===== src/rtl/cpb_pkg.sv =====
package cpb_pkg;

    // Outcome of the admission decision for one cycle
    typedef enum logic [2:0] {
        ADM_IDLE        = 3'd0,
        ADM_STORE       = 3'd1,
        ADM_PUSH        = 3'd2,
        ADM_DROP_FULL   = 3'd3,
        ADM_DROP_THRESH = 3'd4,
        ADM_DROP_CAP    = 3'd5
    } adm_e;

endpackage


===== src/rtl/cpb_admit.sv =====
module cpb_admit
    import cpb_pkg::*;
#(
    parameter int DEPTH = 16,
    localparam int CNT_W = $clog2(DEPTH + 1)
) (
    input  logic             enq_valid,
    input  logic             enq_low,
    input  logic [CNT_W-1:0] occ_eff,
    input  logic [CNT_W-1:0] low_eff,
    input  logic [CNT_W-1:0] cfg_thresh,
    input  logic             cfg_cap_en,
    input  logic [CNT_W-1:0] cfg_cap,
    output adm_e             outcome
);

    localparam logic [CNT_W-1:0] FULL_V = CNT_W'(DEPTH);

    logic full_eff;
    assign full_eff = (occ_eff == FULL_V);

    always_comb begin
        outcome = ADM_IDLE;
        if (enq_valid) begin
            if (enq_low) begin
                // low-priority: reservation threshold, cap, then space
                if (occ_eff > cfg_thresh)
                    outcome = ADM_DROP_THRESH;
                else if (cfg_cap_en && (low_eff >= cfg_cap))
                    outcome = ADM_DROP_CAP;
                else if (full_eff)
                    outcome = ADM_DROP_FULL;
                else
                    outcome = ADM_STORE;
            end else begin
                // high-priority: evict a low cell when no room is left
                if (!full_eff)
                    outcome = ADM_STORE;
                else if (low_eff != '0)
                    outcome = ADM_PUSH;
                else
                    outcome = ADM_DROP_FULL;
            end
        end
    end

endmodule


===== src/rtl/cpb_victim_sel.sv =====
module cpb_victim_sel #(
    parameter int DEPTH = 16,
    localparam int IDX_W = $clog2(DEPTH)
) (
    input  logic [DEPTH-1:0] low_vec,
    input  logic             from_tail,
    output logic [IDX_W-1:0] victim_idx,
    output logic             victim_hit
);

    logic [IDX_W-1:0] head_idx, tail_idx;
    logic             head_hit, tail_hit;

    // nearest to head: scan downward so the lowest index wins
    always_comb begin
        head_idx = '0;
        head_hit = 1'b0;
        for (int i = DEPTH - 1; i >= 0; i--) begin
            if (low_vec[i]) begin
                head_idx = IDX_W'(i);
                head_hit = 1'b1;
            end
        end
    end

    // nearest to tail: scan upward so the highest index wins
    always_comb begin
        tail_idx = '0;
        tail_hit = 1'b0;
        for (int i = 0; i < DEPTH; i++) begin
            if (low_vec[i]) begin
                tail_idx = IDX_W'(i);
                tail_hit = 1'b1;
            end
        end
    end

    assign victim_idx = from_tail ? tail_idx : head_idx;
    assign victim_hit = from_tail ? tail_hit : head_hit;

endmodule


===== src/rtl/cpb_shift_array.sv =====
module cpb_shift_array #(
    parameter int DEPTH = 16,
    parameter int ENT_W = 9,
    localparam int IDX_W = $clog2(DEPTH)
) (
    input  logic             clk,
    input  logic             rst_n,
    input  logic             rm_en,
    input  logic [IDX_W-1:0] rm_idx,
    input  logic             wr_en,
    input  logic [IDX_W-1:0] wr_pos,
    input  logic [ENT_W-1:0] wr_data,
    output logic [ENT_W-1:0] slot_q [DEPTH]
);

    for (genvar i = 0; i < DEPTH; i++) begin : g_slot
        logic hit_wr, hit_shift;
        assign hit_wr    = wr_en && (wr_pos == IDX_W'(i));
        assign hit_shift = rm_en && (rm_idx <= IDX_W'(i));

        if (i == DEPTH - 1) begin : g_last
            always_ff @(posedge clk) begin
                if (!rst_n)
                    slot_q[i] <= '0;
                else if (hit_wr)
                    slot_q[i] <= wr_data;
                else if (hit_shift)
                    slot_q[i] <= '0;
            end
        end else begin : g_mid
            always_ff @(posedge clk) begin
                if (!rst_n)
                    slot_q[i] <= '0;
                else if (hit_wr)
                    slot_q[i] <= wr_data;
                else if (hit_shift)
                    slot_q[i] <= slot_q[i+1];
            end
        end
    end

endmodule


===== src/rtl/cpb_pushout_buffer.sv =====
module cpb_pushout_buffer
    import cpb_pkg::*;
#(
    parameter int DEPTH = 16,
    parameter int TAG_W = 8
) (
    input  logic                        clk,
    input  logic                        rst_n,
    input  logic                        cfg_push_tail,
    input  logic [$clog2(DEPTH+1)-1:0]  cfg_thresh,
    input  logic                        cfg_cap_en,
    input  logic [$clog2(DEPTH+1)-1:0]  cfg_cap,
    input  logic                        enq_valid,
    input  logic [TAG_W-1:0]            enq_tag,
    input  logic                        enq_low,
    input  logic                        deq_req,
    output logic                        deq_valid,
    output logic [TAG_W-1:0]            deq_tag,
    output logic                        deq_low,
    output logic                        drop_o,
    output logic                        push_o,
    output logic [$clog2(DEPTH+1)-1:0]  occupancy,
    output logic [$clog2(DEPTH+1)-1:0]  low_count
);

    localparam int CNT_W = $clog2(DEPTH + 1);
    localparam int IDX_W = $clog2(DEPTH);
    localparam int ENT_W = TAG_W + 1;

    logic [CNT_W-1:0] count_q, low_q;
    adm_e             outcome_q, outcome_d;

    logic [ENT_W-1:0] slot_q [DEPTH];
    logic [DEPTH-1:0] low_vec;
    logic             deq_fire, head_low;
    logic [CNT_W-1:0] occ_eff, low_eff;
    logic [IDX_W-1:0] victim_idx;
    logic             victim_hit;
    logic             rm_en, wr_en, is_push, is_store;
    logic [IDX_W-1:0] rm_idx, wr_pos;
    logic [CNT_W-1:0] wr_pos_full;

    // ---------------- occupancy seen by the arrival ----------------
    assign head_low = slot_q[0][0];
    assign deq_fire = deq_req && (count_q != '0);
    assign occ_eff  = count_q - CNT_W'(deq_fire);
    assign low_eff  = low_q - CNT_W'(deq_fire && head_low);

    for (genvar i = 0; i < DEPTH; i++) begin : g_lowvec
        assign low_vec[i] = slot_q[i][0] && (CNT_W'(i) < count_q);
    end

    cpb_admit #(.DEPTH(DEPTH)) u_admit (
        .enq_valid  (enq_valid),
        .enq_low    (enq_low),
        .occ_eff    (occ_eff),
        .low_eff    (low_eff),
        .cfg_thresh (cfg_thresh),
        .cfg_cap_en (cfg_cap_en),
        .cfg_cap    (cfg_cap),
        .outcome    (outcome_d)
    );

    cpb_victim_sel #(.DEPTH(DEPTH)) u_victim (
        .low_vec    (low_vec),
        .from_tail  (cfg_push_tail),
        .victim_idx (victim_idx),
        .victim_hit (victim_hit)
    );

    // ---------------- array control ----------------
    assign is_push  = (outcome_d == ADM_PUSH) && victim_hit;
    assign is_store = (outcome_d == ADM_STORE);

    // a push only occurs on a full queue with no dequeue, so the two removals never coincide
    assign rm_en       = deq_fire || is_push;
    assign rm_idx      = deq_fire ? '0 : victim_idx;
    assign wr_en       = is_store || is_push;
    assign wr_pos_full = occ_eff - CNT_W'(is_push);
    assign wr_pos      = IDX_W'(wr_pos_full);

    cpb_shift_array #(.DEPTH(DEPTH), .ENT_W(ENT_W)) u_array (
        .clk     (clk),
        .rst_n   (rst_n),
        .rm_en   (rm_en),
        .rm_idx  (rm_idx),
        .wr_en   (wr_en),
        .wr_pos  (wr_pos),
        .wr_data ({enq_tag, enq_low}),
        .slot_q  (slot_q)
    );

    // ---------------- state register ----------------
    always_ff @(posedge clk) begin
        if (!rst_n) begin
            count_q   <= '0;
            low_q     <= '0;
            outcome_q <= ADM_IDLE;
        end else begin
            count_q   <= occ_eff + CNT_W'(is_store);
            low_q     <= low_eff + CNT_W'(is_store && enq_low) - CNT_W'(is_push);
            outcome_q <= outcome_d;
        end
    end

    // ---------------- outputs ----------------
    always_comb begin
        drop_o = 1'b0;
        push_o = 1'b0;
        unique case (outcome_q)
            ADM_IDLE, ADM_STORE: ;
            ADM_PUSH:            push_o = 1'b1;
            ADM_DROP_FULL,
            ADM_DROP_THRESH,
            ADM_DROP_CAP:        drop_o = 1'b1;
            default: ;
        endcase
    end

    assign deq_valid = (count_q != '0);
    assign deq_tag   = slot_q[0][ENT_W-1:1];
    assign deq_low   = slot_q[0][0];
    assign occupancy = count_q;
    assign low_count = low_q;

endmodule


===== config.mk =====
export PLATFORM = sky130hd
export DESIGN_NAME = cpb_pushout_buffer
export DESIGN_NICKNAME = d
export VERILOG_FILES = /design/src/rtl/cpb_pkg.sv /design/src/rtl/cpb_admit.sv /design/src/rtl/cpb_victim_sel.sv /design/src/rtl/cpb_shift_array.sv /design/src/rtl/cpb_pushout_buffer.sv
export SDC_FILE = /design/constraint.sdc
export NUM_CORES = 1
export LEC_CHECK = 0
export BUFFER_PORTS_ARGS = -buffer_cell sky130_fd_sc_hd__buf_2
export CAP_MARGIN = 25
export CORE_UTILIZATION = 60
export CTS_CLUSTER_SIZE = 28
export DETAILED_ROUTE_END_ITERATION = 8
export PLACE_DENSITY = 0.79
export SLEW_MARGIN = 15
export SYNTH_ARGS = -nofsm -noshare
export SYNTH_HDL_FRONTEND = slang
export SYNTH_HIERARCHICAL = 1
export SYNTH_SLANG_ARGS = --single-unit

===== constraint.sdc =====
create_clock -name clk -period 6.55 [get_ports clk]
set_input_delay 0.3275 -clock clk [delete_from_list [all_inputs] [get_ports clk]]
set_output_delay 0.3275 -clock clk [all_outputs]
set_load 0.01 [all_outputs]

# Word-level counts from Yosys, hierarchy flattened
# Index checks and enable logic that the tools add are counted.
[totals]
ff_bits = 157
input_bits = 25
output_inout_bits = 22
word_cells = 263
[classes]
addsub = 6
magnitude_cmp = 34
n_eq_ne = 22
n_mux = 107
reduce_logical = 75
[op_table]
columns = ["operator", "count"]
rows = [
  ["2-to-1 mux 9 bit", 32],
  ["2-to-1 mux 4 bit", 26],
  ["logical AND 1 bit", 53],
  ["less-than comparator 4 x 5 -> 1 bit, first input constant", 8],
  ["2-to-1 mux 1 bit", 37],
  ["== test 4 bit, second input constant", 8],
  ["less-or-equal comparator 4 bit, second input constant", 8],
  ["nonzero test 2 bit", 16],
  ["2-to-1 mux 3 bit", 9],
  ["less-than comparator 3 x 5 -> 1 bit, first input constant", 4],
  ["== test 4 x 3 -> 1 bit, second input constant", 4],
  ["less-or-equal comparator 4 x 3 -> 1 bit, second input constant", 4],
  ["subtractor 5 x 1 -> 5 bit", 3],
  ["adder 5 x 1 -> 5 bit", 2],
  ["less-than comparator 1 x 5 -> 1 bit, first input constant", 2],
  ["less-than comparator 2 x 5 -> 1 bit, first input constant", 2],
  ["nonzero test 5 bit", 2],
  ["== test 3 x 2 -> 1 bit, second input constant", 3],
  ["== test 4 x 2 -> 1 bit, second input constant", 2],
  ["less-or-equal comparator 4 x 1 -> 1 bit, second input constant", 2],
  ["less-or-equal comparator 4 x 2 -> 1 bit, second input constant", 2],
  ["== test 3 bit, second input constant", 2],
  ["2-to-1 mux 2 bit", 3],
  ["== test 5 bit, second input constant", 1],
  ["8 further kinds", 9],
]

# Logic depth before layout (Yosys ltp)
# Gate-level depths: netlist (run 1).
[logic_depth]
ltp_word = 24
ltp_mapped = 24
depth_no_buf = 22

# Cells and area by module
# Netlist (run 1), hierarchy kept.
[by_module_without_submodules]
columns = ["mod", "instances", "cells_each", "area_each_um2", "seq_area_each_um2"]
rows = [
  ["cpb_shift_array", 1, 862, 7389.6, 2882.8],
  ["cpb_pushout_buffer", 1, 145, 1227.4, 260.2],
  ["cpb_victim_sel", 1, 55, 322.8, 0.0],
  ["cpb_admit", 1, 44, 316.6, 0.0],
]

# Worst setup path after synthesis (run 1)
# Ideal clock, no wire load.
[synth_timing]
path_type = "flip-flop to flip-flop"
start = "reg count_q[1], in the netlist occupancy[1]"
end = "reg u_array/slot_q[124] in the netlist's numbering"
setup_time_ns = 0.091
arrival_ns = 4.651
t_required_ns = 6.459
path_slack_ns = 1.808
stages_incl_launch_ff = 25
path_buffers = 3
period_less_slack_ns = 4.742
path_cell_list = "dfxtp_1 > clkbuf_1 > nor3_1 > nand2_1 > nand2_1 > inv_1 > ha_1 > ha_1 > xnor2_1 > inv_1 > ha_1 > nand4_1 > o221a_2 > nor2_1 > o21a_1 > nand4bb_1 > inv_1 > ha_1 > ha_1 > xnor2_1 > or2_2 > clkbuf_1 > clkbuf_1 > nor3_1 > a311oi_1"
[synth_between]
word_cells_on_any_way = 127
classes_between = "add/sub (3); order compare (19); eq/ne (4); mux (74); reduce/logical (27)"
[synth_lines]
columns = ["item", "line_no", "source"]
rows = [
  ["start, declared", "cpb_pushout_buffer.sv:30", "logic [CNT_W-1:0] count_q, low_q;"],
  ["start signal, assigned", "cpb_pushout_buffer.sv:100", "count_q <= occ_eff + CNT_W'(is_store);"],
  ["nonzero test 5 bit *", "n/a", ""],
  ["via deq_valid", "cpb_pushout_buffer.sv:17", "output logic deq_valid,"],
  ["logical AND 1 bit *", "cpb_pushout_buffer.sv:45", "assign deq_fire = deq_req && (count_q != '0);"],
  ["subtractor 5 x 1 -> 5 bit *", "cpb_pushout_buffer.sv:46", "assign occ_eff = count_q - CNT_W'(deq_fire);"],
  ["via occ_eff[2]", "cpb_pushout_buffer.sv:36", "logic [CNT_W-1:0] occ_eff, low_eff;"],
  ["greater-than comparator 5 bit *", "cpb_admit.sv:27", "if (occ_eff > cfg_thresh)"],
  ["2-to-1 mux 3 bit *", "cpb_admit.sv:27", ""],
  ["2-to-1 mux 3 bit *", "cpb_admit.sv:25", "if (enq_low) begin"],
  ["2-to-1 mux 3 bit *", "cpb_admit.sv:24", "if (enq_valid) begin"],
  ["via outcome_d[2]", "cpb_pushout_buffer.sv:31", "adm_e outcome_q, outcome_d;"],
  ["== test 3 x 2 -> 1 bit *", "cpb_pushout_buffer.sv:72", "assign is_push = (outcome_d == ADM_PUSH) && victim_hit;"],
  ["logical AND 1 bit *", "cpb_pushout_buffer.sv:72", ""],
  ["subtractor 4 x 1 -> 4 bit *", "cpb_pushout_buffer.sv:79", "assign wr_pos_full = occ_eff - CNT_W'(is_push);"],
  ["via wr_pos_full[2]", "cpb_pushout_buffer.sv:41", "logic [CNT_W-1:0] wr_pos_full;"],
  ["== test 4 x 2 -> 1 bit *", "cpb_shift_array.sv:18", "assign hit_wr = wr_en && (wr_pos == IDX_W'(i));"],
  ["logical AND 1 bit *", "cpb_shift_array.sv:18", ""],
  ["2-to-1 mux 9 bit or nonzero test 2 bit (tied branches)", "n/a", ""],
  ["end signal, assigned by index", "cpb_shift_array.sv:35", "slot_q[i] <= wr_data;"],
  ["end signal, assigned by index", "cpb_shift_array.sv:37", "slot_q[i] <= slot_q[i+1];"],
  ["end, declared", "cpb_shift_array.sv:13", "output logic [ENT_W-1:0] slot_q [DEPTH]"],
]
# Mark *: on every way through the listed nets, which the timed path passes. The rest lies on a longest branch.
# A chain may end at the register's enable or synchronous reset.

# Final worst setup path (run 1)
[layout_timing]
start = "reg count_q[2], in the netlist occupancy[2]"
end = "reg u_array/slot_q[20] in the netlist's numbering"
[layout_between]
word_cells_on_any_way = 127
classes_between = "add/sub (3); order compare (19); eq/ne (4); mux (74); reduce/logical (27)"
[layout_lines]
columns = ["item", "line_no"]
rows = [
  ["nonzero test 5 bit", "cpb_pushout_buffer.sv:45"],
  ["logical AND 1 bit", "cpb_pushout_buffer.sv:45"],
  ["subtractor 5 x 1 -> 5 bit *", "cpb_pushout_buffer.sv:46"],
  ["via occ_eff[2]", "cpb_pushout_buffer.sv:36"],
  ["greater-than comparator 5 bit *", "cpb_admit.sv:27"],
  ["2-to-1 mux 3 bit *", "cpb_admit.sv:27"],
  ["2-to-1 mux 3 bit *", "cpb_admit.sv:25"],
  ["2-to-1 mux 3 bit *", "cpb_admit.sv:24"],
  ["via outcome_d[2]", "cpb_pushout_buffer.sv:31"],
  ["== test 3 x 2 -> 1 bit *", "cpb_pushout_buffer.sv:72"],
  ["logical AND 1 bit *", "cpb_pushout_buffer.sv:72"],
  ["subtractor 4 x 1 -> 4 bit *", "cpb_pushout_buffer.sv:79"],
  ["via wr_pos_full[1]", "cpb_pushout_buffer.sv:41"],
  ["== test 4 bit *", "cpb_shift_array.sv:18"],
  ["logical AND 1 bit *", "cpb_shift_array.sv:18"],
  ["2-to-1 mux 9 bit or nonzero test 2 bit (tied branches)", "n/a"],
]
# Marks and branches as above.

==> flow_summary.json, run 1 <==
{
  "core_area_um2": 15100,
  "dominant_cell_type_by_area_after_synthesis": "sky130_fd_sc_hd__dfxtp_1",
  "antenna_cells_inserted": 0,
  "pwr-share-seq_pct": 32.3,
  "hold_slack_ns": 0.316,
  "routed_wl_um": 24600,
  "drv_cap": 0,
  "place.detailed.hpwl_um": 15500,
  "fin_setup_tns_ns": 0,
  "antenna_found_initial": 0,
  "fin_cells": 1271,
  "numPlacedInstances": 1238,
  "post_synth_num_cell_types": 73,
  "crit_path_start_kind": "flop",
  "tritoncts": "built",
  "worst_slew_margin_rel_pct": 33.0,
  "critical_path_arrival_ns": 6.20,
  "power.leakage_nw": 3.88,
  "grt_first_pass_wirelength_um": 40800,
  "yosys_warnings": 6,
  "io_buffers": 46,
  "die-width_um": 126,
  "post-route-min-period_ns": 5.83,
  "irDropWorstVdd_v": 0.000245,
  "skew_ns": 0.00885,
  "place_congestion": 0.925,
  "commonest_cells_after_routing_fill_and_taps_aside": "sky130_fd_sc_hd__dfxtp_1 (157), sky130_fd_sc_hd__nor3_1 (66), sky130_fd_sc_hd__a311oi_1 (63)",
  "outcome": "complete, no violations",
  "synth-async-reset-ratio_pct": 0,
  "track_usage_pct": 31.5,
  "dieHeight_um": 126,
  "crit_path_max_fanout": 23,
  "end_kind": "flop",
  "min-delay-start": "enq_valid",
  "relative_contribution_of_the_clock_network_to_total_power_pct": 27.8,
  "clock_tree.htree_level_count": 4,
  "tritoncts.num_buffers": 17,
  "drt_first_iter_violations": 924,
  "ios": 47,
  "critPathRequiredTime_ns": 6.92,
  "netlist_top_cells_area": "sky130_fd_sc_hd__dfxtp_1 (34%), sky130_fd_sc_hd__a311oi_1 (6.0%), sky130_fd_sc_hd__o311a_1 (5.8%), sky130_fd_sc_hd__a21boi_0 (4.5%), sky130_fd_sc_hd__and3_1 (3.9%)",
  "clkSlewWorstSetupHoldPaths_ns": 0.06,
  "net-switching-power_mw": 1.62,
  "instance_count_of_the_mapped_netlist": 1106,
  "flow.area_growth_from_synthesis_pct": 8.22,
  "worstSetupPathType": "flop to flop",
  "worst_path_largest_cell_delay_ns": 0.77,
  "post_drt_via_cell_ratio": 6.74,
  "syn_area_um2": 9260,
  "layout_commonest_cell": "sky130_fd_sc_hd__dfxtp_1",
  "final_hold_viol_count": 0,
  "buffer_type_at_the_clock_tree_root": "sky130_fd_sc_hd__clkbuf_16",
  "detailedRoute.firstPassIterationCount": 5,
  "top_achievable_clock_speed_mhz": 171,
  "synth.yosys.seq_area_share_pct": 34.0,
  "antenna_violating_nets_post_route": 0,
  "grt_overflow": 0,
  "worstSetupEndpoint": "u_array/slot_q[20]",
  "cts_repair_resize_count": 0,
  "yosys_register_bits": 157,
  "route.detailed.drc": 0,
  "synth-edff-count": 0,
  "power.internal_mw": 2.37,
  "preCtsSetupSlack_ns": 0.885,
  "mappedNetlistNets": 1154,
  "r2r_start": "occupancy[2]",
  "rr_worst_depth": 21,
  "die-area_um2": 15900,
  "routed_wire_length_per_instance_um": 19.3,
  "worst_case_setup_margin_in_the_final_layout_ns": 0.716,
  "cts_hold_repair.buffers": 0,
  "grt_start_max_net_pins": 92,
  "hp-class": "primary input to flop",
  "critical_path.slowest_cell": "sky130_fd_sc_hd__nor2_1",
  "power.switching_fraction_pct": 40.7,
  "register_to_register_setup_slack_ns": 0.72,
  "final_max_slew_viol_count": 0,
  "timing_worst_slew_pin_value_ns": 0.998,
  "worst_skew_pair.late_latency_ns": 0.43,
  "synth.top_cell.area_share_pct": 34.0,
  "crit_path_frequent_cell": "sky130_fd_sc_hd__ha_1",
  "startpoint": "occupancy[2]",
  "synthesized_area_per_cell_um2": 8.37,
  "drive_above_1_share_pct": 11.9,
  "cts_post_setup_buffers_inserted": 0,
  "initial_utilization_pct": 61.1,
  "first_global_vias": 7960,
  "clkSinkCount": 157,
  "setup_violations": 0,
  "clockBufferDepth": 2,
  "placementRows": 45,
  "endpoint_of_the_most_critical_register_to_register_path": "u_array/slot_q[20]",
  "power.combinational.fraction_pct": 39.9,
  "nNetsFinal": 1118,
  "ys.flop_type": "sky130_fd_sc_hd__dfxtp_1",
  "worstPathCellList": "nor3_1, nand2_1, nand2_1, inv_1, ha_1, ha_1, xnor2_1, inv_1, ha_1, nand4_1, o221a_2, nor2_1, o21a_1, nand4bb_1, inv_1, ha_1, ha_1, inv_1, nand3b_1, nor2_1, o311a_1",
  "rsz0062_at_grt": "no",
  "final.period_utilization_pct": 89.1,
  "cellPowerDensity_nw_per_um2": 399,
  "route.vias.total": 8572
}
==> through the flow <==
step	total power, mW	instance area (µm²)	util (%)
after floorplan	2.51	9260	-
after global placement	2.83	9350	61.8
after detailed placement	2.86	9350	61.8
after CTS	3.97	10000	66.1
after global routing	4.22	10000	66.1
final	3.99	10000	66.1
==> metal layers <==
metal | track usage, % | wire length, µm | vias up
li1 | - | - | 4103
met1 | 43.0 | 11300 | 4073
met2 | 50.2 | 11100 | 358
met3 | 4.76 | 1650 | 38
met4 | 11.8 | 467 | 0
met5 | 0 | 0 | -
==> logic make-up after synthesis <==
| family | synth area share (%) |
|---|---|
| AO/OA/AOI/OAI | 27.8 |
| XOR/XNOR | 2.05 |
| adder cells (fa/ha/maj) | 3.31 |
| buffers and inverters | 7.03 |
| flip-flops | 34.0 |
| multiplexers | 2.05 |
| AND/OR/NAND/NOR | 23.7 |
==> area by class of cell <==
class	count	area, µm²
clock buffers	17	425
repair buffers	63	355
well taps	188	235
multi-input cells	791	5470
fillers	1278	5130
inverters	40	150
flip-flops and latches	157	3140
clock inverters	15	234
==> synthesized netlist by cell type (7+ instances only) <==
| library cell | number |
|---|---|
| sky130_fd_sc_hd__o311a_1 | 54 |
| sky130_fd_sc_hd__or2_2 | 7 |
| sky130_fd_sc_hd__nand3_1 | 51 |
| sky130_fd_sc_hd__nor3_1 | 66 |
| sky130_fd_sc_hd__o31ai_1 | 22 |
| sky130_fd_sc_hd__nand2_1 | 52 |
| sky130_fd_sc_hd__nor2b_1 | 18 |
| sky130_fd_sc_hd__ha_1 | 22 |
| sky130_fd_sc_hd__a21boi_0 | 56 |
| sky130_fd_sc_hd__and2_1 | 21 |
| sky130_fd_sc_hd__o21ai_0 | 49 |
| sky130_fd_sc_hd__inv_1 | 37 |
| sky130_fd_sc_hd__xnor2_1 | 16 |
| sky130_fd_sc_hd__and3_1 | 58 |
| sky130_fd_sc_hd__buf_2 | 21 |
| sky130_fd_sc_hd__mux2i_1 | 19 |
| sky130_fd_sc_hd__nand2b_1 | 7 |
| sky130_fd_sc_hd__dfxtp_1 | 157 |
| sky130_fd_sc_hd__a311oi_1 | 63 |
| sky130_fd_sc_hd__a21oi_1 | 40 |
| sky130_fd_sc_hd__nor2_1 | 23 |
| sky130_fd_sc_hd__or3_1 | 54 |
| sky130_fd_sc_hd__clkbuf_1 | 85 |
| sky130_fd_sc_hd__o211ai_1 | 19 |
==> worst min path at each step <==
stage                          endpoint  depth (start not counted)
floorplan                  outcome_q[0]                          1
global placement    u_array/slot_q[115]                          2
detailed placement  u_array/slot_q[112]                          2
CTS                        outcome_q[1]                          4
global route               outcome_q[1]                          4
finish                     outcome_q[1]                          4
==> power by group through the flow <==
| stage | sequential (mW) | combinational, mW | clock, mW |
|---|---|---|---|
| 2_1_floorplan | 1.26 | 1.25 | 0 |
| 4_1_cts | 1.29 | 1.56 | 1.12 |
| 6_report | 1.29 | 1.59 | 1.11 |
| 3_3_place_gp | 1.30 | 1.53 | 0 |
| 3_5_place_dp | 1.31 | 1.55 | 0 |
| 5_1_grt | 1.31 | 1.75 | 1.16 |
==> state kept, by name, summed over array words and instances, names as in the netlist <==
name / cells
outcome_q: 3
u_array/slot_q: 144
occupancy: 5
low_count: 5
==> worst max-delay path: cells and delay by family (launching register included) <==
kind	cells	cell delay [ns]
and+or+nand+nor	8	2.54
adders and majority gates	5	1.22
AOI/OAI and AO/OA	3	0.73
DFF	1	0.46
xor gates and xnor gates	1	0.43
buffers and inverters	4	0.39
Power figures use the tool's default switching activity.
==> run 2, diff against run 1 <==
Settings changed: ABC_AREA from default to 1, SETUP_SLACK_MARGIN from default to 0.4.
==> flow_summary.json, run 2 <==
{
  "outcome": "complete, no violations",
  "ios": 47,
  "tritoncts.num_buffers": 17,
  "hp-class": "primary input to flop",
  "synth-edff-count": 0,
  "synth.top_cell.area_share_pct": 35.6,
  "yosys_register_bits": 157,
  "drt_first_iter_violations": 985,
  "combinational_family_with_the_most_area_after_synthesis": "simple AND/OR/NAND/NOR gates",
  "drv_cap": 0,
  "worst_case_setup_margin_in_the_final_layout_ns": 1.21,
  "core_area_um2": 14100,
  "end_kind": "flop",
  "initial_utilization_pct": 62.5,
  "antenna_violating_nets_post_route": 0,
  "synth_xor_area_share_pct": 0.793,
  "fin_setup_tns_ns": 0,
  "detailedRoute.firstPassIterationCount": 5,
  "instance_count_of_the_mapped_netlist": 1444,
  "ys.flop_type": "sky130_fd_sc_hd__dfxtp_1",
  "crit_path_max_fanout": 19,
  "clkSinkCount": 157,
  "setup_violations": 0,
  "place_congestion": 1.01,
  "antenna_found_initial": 0,
  "flow.area_growth_from_synthesis_pct": 9.31,
  "cts_repair_resize_count": 0,
  "placementRows": 43,
  "timing.hold.worst_path_depth": 5,
  "cts_post_setup_buffers_inserted": 0,
  "route.detailed.drc": 0,
  "die-width_um": 123,
  "first_global_vias": 7779,
  "synth-async-reset-ratio_pct": 0,
  "post-route-min-period_ns": 5.34,
  "routed_wl_um": 25000,
  "worst_hold_path.endpoint": "outcome_q[1]",
  "die-area_um2": 15200,
  "preCtsSetupSlack_ns": 1.27,
  "synth_compound_gate_area_share_pct": 12.1,
  "clockBufferDepth": 2,
  "largest_register_ffs": 144,
  "min-delay-start": "enq_valid",
  "skew_ns": 0.00879,
  "endpoint_of_the_most_critical_register_to_register_path": "u_array/slot_q[101]",
  "critPathRequiredTime_ns": 6.86,
  "track_usage_pct": 33.8,
  "commonest_cells_after_routing_fill_and_taps_aside": "sky130_fd_sc_hd__nand2_1 (435), sky130_fd_sc_hd__nor2_1 (224), sky130_fd_sc_hd__inv_1 (175)",
  "crit_path_start_kind": "flop",
  "synth_adder_area_share_pct": 3.34,
  "synthesized_area_per_cell_um2": 6.12,
  "top_register": "u_array/slot_q",
  "r2r_start": "occupancy[4]",
  "route.vias.total": 9135,
  "synthMostInstantiatedCell": "sky130_fd_sc_hd__nand2_1",
  "post_synth_num_cell_types": 40,
  "rsz0062_at_grt": "no",
  "netlist_top_cells_count": "sky130_fd_sc_hd__nand2_1 (435), sky130_fd_sc_hd__nor2_1 (224), sky130_fd_sc_hd__inv_1 (175), sky130_fd_sc_hd__dfxtp_1 (157), sky130_fd_sc_hd__o21ai_0 (125)",
  "worstSetupPathType": "flop to flop",
  "worst_skew_pair.late_latency_ns": 0.43,
  "hold_slack_ns": 0.252,
  "synthSimpleGateAreaFrac_pct": 37.7,
  "cts_hold_repair.buffers": 0,
  "syn_area_um2": 8840,
  "timing_worst_slew_pin_value_ns": 0.879,
  "final.period_utilization_pct": 81.6,
  "clock_tree.htree_level_count": 4,
  "final_max_slew_viol_count": 0,
  "critical_path_arrival_ns": 5.66,
  "worst_path_largest_cell_delay_ns": 0.50,
  "mappedNetlistNets": 1492,
  "rr_worst_depth": 31,
  "irDropWorstVdd_v": 0.000328,
  "io_buffers": 46,
  "final_hold_viol_count": 0,
  "clkSlewWorstSetupHoldPaths_ns": 0.06,
  "worst_slew_margin_rel_pct": 41.4,
  "tritoncts": "built",
  "numPlacedInstances": 1618,
  "post_drt_via_cell_ratio": 5.54,
  "dominant_cell_type_by_area_after_synthesis": "sky130_fd_sc_hd__dfxtp_1",
  "yosys_warnings": 6,
  "fin_cells": 1650,
  "register_to_register_setup_slack_ns": 1.21,
  "critical_path.slowest_cell": "sky130_fd_sc_hd__nand2_1",
  "cellPowerDensity_nw_per_um2": 527,
  "dieHeight_um": 123,
  "buffer_type_at_the_clock_tree_root": "sky130_fd_sc_hd__clkbuf_16",
  "muxShareOfSynthArea_pct": 0,
  "top_achievable_clock_speed_mhz": 187,
  "place.detailed.hpwl_um": 17200,
  "drive_above_1_share_pct": 7.82,
  "grt_start_max_net_pins": 94,
  "power.leakage_nw": 4.89,
  "routed_wire_length_per_instance_um": 15.1,
  "grt_first_pass_wirelength_um": 39000,
  "grt_overflow": 0,
  "layout_commonest_cell": "sky130_fd_sc_hd__nand2_1",
  "netlist_top_cells_area": "sky130_fd_sc_hd__dfxtp_1 (36%), sky130_fd_sc_hd__nand2_1 (18%), sky130_fd_sc_hd__nor2_1 (9.5%), sky130_fd_sc_hd__inv_1 (7.4%), sky130_fd_sc_hd__o21ai_0 (7.1%)",
  "nNetsFinal": 1506,
  "report.power.total_mw": 5.09,
  "antenna_cells_inserted": 0,
  "synth.yosys.seq_area_share_pct": 35.6
}
[run 2: metal layers]
layer | up-vias | global-route usage [%] | wire length, µm | part of all wire [%]
met5 | - | 0 | 0 | 0
met4 | 0 | 11.1 | 717 | 2.9
li1 | 4543 | - | - | -
met2 | 412 | 54.1 | 11100 | 44
met3 | 64 | 5.86 | 2250 | 9.0
met1 | 4116 | 46.2 | 10900 | 44
[run 2: critical path, delay by kind of cell (launching register included)]
| kind | cells | cell delay (ns) |
|---|---|---|
| XOR/XNOR | 1 | 0.24 |
| buffers and inverters | 6 | 0.50 |
| flip-flops | 1 | 0.39 |
| AND/OR/NAND/NOR | 18 | 2.79 |
| adder cells (fa/ha/maj) | 5 | 1.11 |
| AO/OA/AOI/OAI | 1 | 0.17 |
[run 2: how the worst max path moves through the flow]
stage                       from                  end  slack (ns)  cells past startpoint
detailed placement  occupancy[4]   u_array/slot_q[77]        1.27                     30
global route        occupancy[4]   u_array/slot_q[88]        0.65                     32
finish              occupancy[4]  u_array/slot_q[101]        1.21                     31
floorplan           occupancy[4]  u_array/slot_q[105]        2.11                     32
CTS                 occupancy[4]   u_array/slot_q[78]        1.12                     30
global placement    occupancy[4]   u_array/slot_q[79]        1.47                     30
[run 2: layout make-up]
| class | count | area (µm²) |
|---|---|---|
| Fill cell | 1324 | 4490 |
| Inverter | 188 | 706 |
| Timing Repair Buffer | 48 | 248 |
| Sequential cell | 157 | 3140 |
| Tap cell | 180 | 225 |
| Clock inverter | 9 | 111 |
| Multi-Input combinational cell | 1046 | 4770 |
| Clock buffer | 22 | 464 |
[run 2: cell families after synthesis]
| group | Yosys count |
|---|---|
| xor+xnor | 5 |
| flops | 157 |
| fa+ha+maj | 23 |
| compound gates | 202 |
| buf+inv | 241 |
| simple gates | 816 |
[run 2: stage by stage]
stage / util [%] / instance area [µm²]
floorplan: - / 8840
global placement: 64.2 / 9080
detailed placement: 64.2 / 9080
CTS: 68.2 / 9660
global route: 68.3 / 9660
finish: 68.3 / 9660
[run 2: power by group]
part,internal (mW),switching [mW],leakage (nW),total (mW)
clock network,0.581,0.397,0.277,0.978
registers,1.27,0.211,1.28,1.48
logic,0.799,1.83,3.33,2.63
